File: src/rtl/lp_event_ring.sv
module lp_event_ring #(
  parameter int IDX_W  = 16,
  parameter int STEP_W = 12,
  parameter int WT_W   = 8,
  parameter int LANES  = 4,
  parameter int SLOTS  = 8,
  parameter int WAYS   = 2,
  parameter int SLACK  = 1
) (
  input  logic                              clk,
  input  logic                              rst_n,
  input  logic                              pre_vld_i,
  input  logic [IDX_W-1:0]                  pre_idx_i,
  input  logic [STEP_W-1:0]                 pre_stp_i,
  input  logic [WT_W-1:0]                   pre_wt_i,
  input  logic [IDX_W-$clog2(LANES)-1:0]    grp_i,
  output logic                              hit_vld_o,
  output logic [IDX_W-1:0]                  hit_idx_o,
  output logic [$clog2(LANES)-1:0]          hit_lane_o,
  output logic [WT_W-1:0]                   hit_wt_o,
  output logic                              ovf_o
);
  localparam int LANE_W = $clog2(LANES);
  localparam int GRP_W  = IDX_W - LANE_W;
  localparam int SLOT_W = $clog2(SLOTS);
  localparam int ENT    = SLOTS * WAYS;
  localparam int ENT_W  = $clog2(ENT);
  localparam int WIN    = SLACK + 1;

  logic [ENT-1:0]    vld;
  logic [IDX_W-1:0]  idx [ENT];
  logic [STEP_W-1:0] stp [ENT];
  logic [WT_W-1:0]   wt  [ENT];

  logic [SLOT_W-1:0] rd_slot;
  logic              due_hit;
  logic [ENT_W-1:0]  due_e;
  logic              emit;

  assign rd_slot = grp_i[SLOT_W-1:0];

  always_comb begin
    logic [SLOT_W-1:0] sl;
    logic [ENT_W-1:0]  e;
    due_hit = 1'b0;
    due_e   = '0;
    for (int k = 0; k < WIN; k++) begin
      sl = rd_slot - SLOT_W'(SLACK) + SLOT_W'(k);
      for (int w = 0; w < WAYS; w++) begin
        e = ENT_W'(sl) * ENT_W'(WAYS) + ENT_W'(w);
        if (!due_hit && vld[e] && idx[e][IDX_W-1:LANE_W] == grp_i) begin
          due_hit = 1'b1;
          due_e   = e;
        end
      end
    end
  end

  assign emit = due_hit && !pre_vld_i;

  logic              put_vld;
  logic [IDX_W-1:0]  put_idx;
  logic [STEP_W-1:0] put_stp;
  logic [WT_W-1:0]   put_wt;
  logic [SLOT_W-1:0] put_slot;
  logic              put_ok;
  logic [ENT_W-1:0]  put_e;

  assign put_vld  = pre_vld_i || emit;
  assign put_idx  = pre_vld_i ? pre_idx_i : idx[due_e] + IDX_W'(stp[due_e]);
  assign put_stp  = pre_vld_i ? pre_stp_i : stp[due_e];
  assign put_wt   = pre_vld_i ? pre_wt_i  : wt[due_e];
  assign put_slot = put_idx[LANE_W +: SLOT_W];

  always_comb begin
    logic [SLOT_W-1:0] sl;
    logic [ENT_W-1:0]  e;
    put_ok = 1'b0;
    put_e  = '0;
    for (int k = 0; k < WIN; k++) begin
      sl = put_slot - SLOT_W'(k);
      for (int w = 0; w < WAYS; w++) begin
        e = ENT_W'(sl) * ENT_W'(WAYS) + ENT_W'(w);
        if (!put_ok && (!vld[e] || (emit && e == due_e))) begin
          put_ok = 1'b1;
          put_e  = e;
        end
      end
    end
  end

  always_ff @(posedge clk) begin
    if (!rst_n) begin
      vld       <= '0;
      ovf_o     <= 1'b0;
      hit_vld_o <= 1'b0;
    end else begin
      if (emit)
        vld[due_e] <= 1'b0;
      if (put_vld && put_ok)
        vld[put_e] <= 1'b1;
      if (put_vld && !put_ok)
        ovf_o <= 1'b1;
      hit_vld_o <= emit;
    end
  end

  always_ff @(posedge clk) begin
    if (put_vld && put_ok) begin
      idx[put_e] <= put_idx;
      stp[put_e] <= put_stp;
      wt[put_e]  <= put_wt;
    end
    if (emit) begin
      hit_idx_o  <= idx[due_e];
      hit_lane_o <= idx[due_e][LANE_W-1:0];
      hit_wt_o   <= wt[due_e];
    end
  end

  logic [ENT_W:0] occ;
  assign occ = (ENT_W+1)'($countones(vld));

  a_r1_empty_after_reset: assert property (@(posedge clk)
    $past(!rst_n) |-> (occ == '0 && !hit_vld_o && !ovf_o));

  a_r2_no_emit_on_preload: assert property (@(posedge clk) disable iff (!rst_n)
    pre_vld_i |=> !hit_vld_o);

  a_r3_emit_in_group: assert property (@(posedge clk) disable iff (!rst_n)
    hit_vld_o |-> hit_idx_o[IDX_W-1:LANE_W] == $past(grp_i));

  a_r7_ovf_sticky: assert property (@(posedge clk) disable iff (!rst_n)
    ovf_o |=> ovf_o);

  a_r8_preload_adds: assert property (@(posedge clk) disable iff (!rst_n)
    pre_vld_i |=> (ovf_o || occ == $past(occ) + 1'b1));

  a_r8_emit_keeps: assert property (@(posedge clk) disable iff (!rst_n)
    (!pre_vld_i && !ovf_o) |=> (ovf_o || occ == $past(occ)));
endmodule

File: config.mk
export PLATFORM = sky130hd
export DESIGN_NAME = lp_event_ring
export DESIGN_NICKNAME = d
export VERILOG_FILES = /design/src/rtl/lp_event_ring.sv
export SDC_FILE = /design/constraint.sdc
export NUM_CORES = 1
export LEC_CHECK = 0
export ABC_CLOCK_PERIOD_IN_PS = 13200
export BUFFER_PORTS_ARGS = -buffer_cell sky130_fd_sc_hd__buf_2
export CORE_MARGIN = 2
export CORE_UTILIZATION = 59
export CTS_BUF_LIST = sky130_fd_sc_hd__clkbuf_4 sky130_fd_sc_hd__clkbuf_8
export DETAILED_ROUTE_END_ITERATION = 7
export PLACE_DENSITY = 0.79
export SLEW_MARGIN = 20
export SYNTH_ARGS = -nofsm -noshare
export SYNTH_HDL_FRONTEND = slang
export SYNTH_SLANG_ARGS = --single-unit
export TNS_END_PERCENT = 10
File: constraint.sdc
create_clock -name clk -period 13.2 [get_ports clk]
set_clock_uncertainty 0.2 [all_clocks]
set_input_delay 1.98 -clock clk [delete_from_list [all_inputs] [get_ports clk]]
set_output_delay 1.98 -clock clk [all_outputs]
set_load 0.02 [all_outputs]
==> results.json <==
{
  "worstMarginPinSlew_ns": 1.01,
  "synth_area_leader_cell": "edfxtp_1",
  "ir_worst_vdd_uv": 110,
  "hpwlAfterDp_um": 55400,
  "io_pins": 81,
  "crit_required_ns": 13.36,
  "cts_tree": "built",
  "power_w": 0.00431,
  "outcome": "complete, no violations",
  "ys_ff_latch": 618,
  "syn_area_um2": 31300,
  "cts_root_buffer": "clkbuf_8",
  "min-delay-start": "ovf_o",
  "setup_viol": 0,
  "p_leak_nw": 12.6,
  "postCtsSetupBuffers": 0,
  "rows": 84,
  "fmax_mhz": 78.3,
  "synth_edf_count": 600,
  "async_flop_share_pct": 0,
  "hold_viol": 0,
  "p_per_area_nw_per_um2": 125,
  "clock_sinks": 618,
  "viasPerCell": 6.64,
  "fin_hold_ws_ns": 0.320,
  "cp-start-kind": "primary input",
  "cts-buffers-inserted": 97,
  "h-tree-depth": 3,
  "grt_pass1_vias": 20100,
  "gp_congestion": 0.952,
  "antenna_left": 0,
  "finalCriticalPeriod_ns": 12.77,
  "place.port_buffers": 80,
  "fill_cells": 3676,
  "grt_max_degree": 97,
  "rsz0062_at_grt": "false",
  "antenna_found_initial": 3,
  "drc": 0,
  "synth-seq-area-share_pct": 58.7,
  "cpPeakStageDelay_ns": 0.64,
  "core_area_um2": 52600,
  "grt.overflow.total": 0,
  "drt_iter0_drc": 2672,
  "dr.pass1.iters": 6,
  "final_core_util_pct": 65.9,
  "path_common_cell": "buf_4",
  "grt_pass1_wl_um": 129000,
  "area_delta_synth_final_pct": 10.5,
  "die_w_um": 234,
  "r2r_start": "idx[13][15]",
  "cts.path.max_buffers": 3,
  "fin_nets": 2384,
  "die_y_um": 234,
  "clock_latency_ns": 0.74,
  "syn_area_per_cell_um2": 14.2,
  "dieArea_um2": 55000,
  "initial_core_util_pct": 59.6,
  "startpoint": "grp_i[1]",
  "synth_area_leaders": "edfxtp_1 (58%), mux2i_1 (9.9%), mux2_2 (5.4%)",
  "synth_cell_types": 95,
  "ys.flop_type": "edfxtp_1",
  "path_max_fanout": 35,
  "drive_above_1_share_pct": 24.1,
  "yosysTopAreaCellShare_pct": 57.5,
  "max_slew_margin_pct": 32.1,
  "maxCapViolations": 0,
  "synth_warnings": 0,
  "worstHoldPathType": "reg2reg",
  "num_antenna_cells": 0,
  "synth_nets": 2270,
  "synth_cells": 2203,
  "avgRoutedWirePerCell_um": 28.8,
  "post-route-period-util_pct": 96.7,
  "num_vias": 20500,
  "clk_pin_slew_worst_paths_ns": 0.06,
  "final_max_slew_viol_count": 0,
  "routed_wl_um": 88900,
  "slowest_stage": "nor4_1",
  "arrival_ns": 12.93,
  "cts_resized": 0,
  "path_class": "in2reg",
  "endpoint_kind": "flip-flop",
  "track_usage_pct": 32.5
}
==> synthesized netlist by cell type, drive strengths merged, types with 9 or more instances <==
cell type	number
nand3	34
edfxtp	600
buf	107
xnor2	52
nand2b	9
nor3	29
nand2	123
o22ai	18
and3	10
o31a	18
nor2	114
o211ai	43
a2111oi	13
o21a	11
o31ai	11
a211oi	72
o21ai	45
mux4	68
nor3b	15
mux2	153
a21oi	73
xor2	22
ha	13
dfxtp	18
nand3b	11
mux2i	311
inv	27
clkbuf	52
==> state kept, by name, indices dropped and copies added (netlist names) <==
name       count
hit_idx_o     16
wt           128
ovf_o          1
idx          256
hit_wt_o       8
hit_vld_o      1
vld           16
stp          192
==> placed cells by master (no fill, tap or decap), types with 71 or more instances in the layout <==
cell / synthesis / layout
edfxtp_1: 600 / 600
mux2i_1: 311 / 311
mux2_2: 151 / 151
nand2_1: 123 / 123
nor2_1: 112 / 104
clkbuf_8: 0 / 101
buf_4: 14 / 81
buf_2: 54 / 79
a211oi_1: 72 / 72
a21oi_1: 72 / 71
==> timing repair <==
item	4_1_cts	5_1_grt
setup endpoints to repair	0	5
hold buffers	0	0
endpoints found under the hold margin	0	0
==> area by class of cell <==
| cell class | count | area (um2) | share of cell area, % |
|---|---|---|---|
| inverters | 29 | 109 | 0.315 |
| clock inverters | 52 | 342 | 0.987 |
| well taps | 688 | 861 | 2.49 |
| multi-input cells | 1397 | 12000 | 34.8 |
| clock buffers | 128 | 1590 | 4.60 |
| flip-flops and latches | 618 | 18400 | 53.1 |
| repair buffers | 174 | 1290 | 3.73 |
==> through the flow <==
step	cell area (um2)	TNS (ns)	setup WS [ns]	instances
4_1_cts	34600	0	0.828	3084
3_3_place_gp	32600	0	0.265	2904
3_5_place_dp	32600	0	0.129	2904
5_1_grt	34600	0	0.0559	3086
6_report	34600	0	0.433	3086
2_1_floorplan	31300	-20.52	-0.299	2203
==> path summary, 6_finish.rpt <==
check | slack [ns] | cells after the start | end
max | 0.43 | 34 | wt[9][7]
min reg2reg | 0.32 | 2 | ovf_o
max reg2reg | 2.54 | 32 | wt[9][7]
min | 0.32 | 2 | ovf_o
==> power breakdown <==
group | internal [W] | leakage [nW] | switching [W]
Sequential | 0.00222 | 5.58 | 0.0000248
Clock | 0.000852 | 1.02 | 0.000771
Combinational | 0.000164 | 6.05 | 0.000278
==> kinds of logic (layout without fill, tap and decap cells) <==
kind of cell	after synthesis	count (layout)	share of synthesized area, %
multiplexers	532	532	20.4
AND/OR/NAND/NOR	408	408	6.44
XOR/XNOR	74	74	2.13
flip-flops	618	618	58.7
AO/OA/AOI/OAI	368	369	8.29
buffers and inverters	189	383	3.47
adder cells (fa/ha/maj)	14	14	0.583
==> critical path: cells and delay by family <==
kind	cells	cell delay (ns)
AOI/OAI and AO/OA	10	2.96
xor gates and xnor gates	2	0.25
buffers and inverters	10	3.56
muxes	2	0.74
adders and majority gates	2	0.88
and+or+nand+nor	8	2.44
==> routing by layer <==
metal	global-route usage [%]	routed length, um	vias to the layer above
li1	-	-	8913
met1	44.1	34800	10100
met2	50.8	41100	1195
met3	6.19	8470	244
met4	16.0	4440	0
met5	0	0	-
Note: power is estimated with default switching activity, not from simulation.
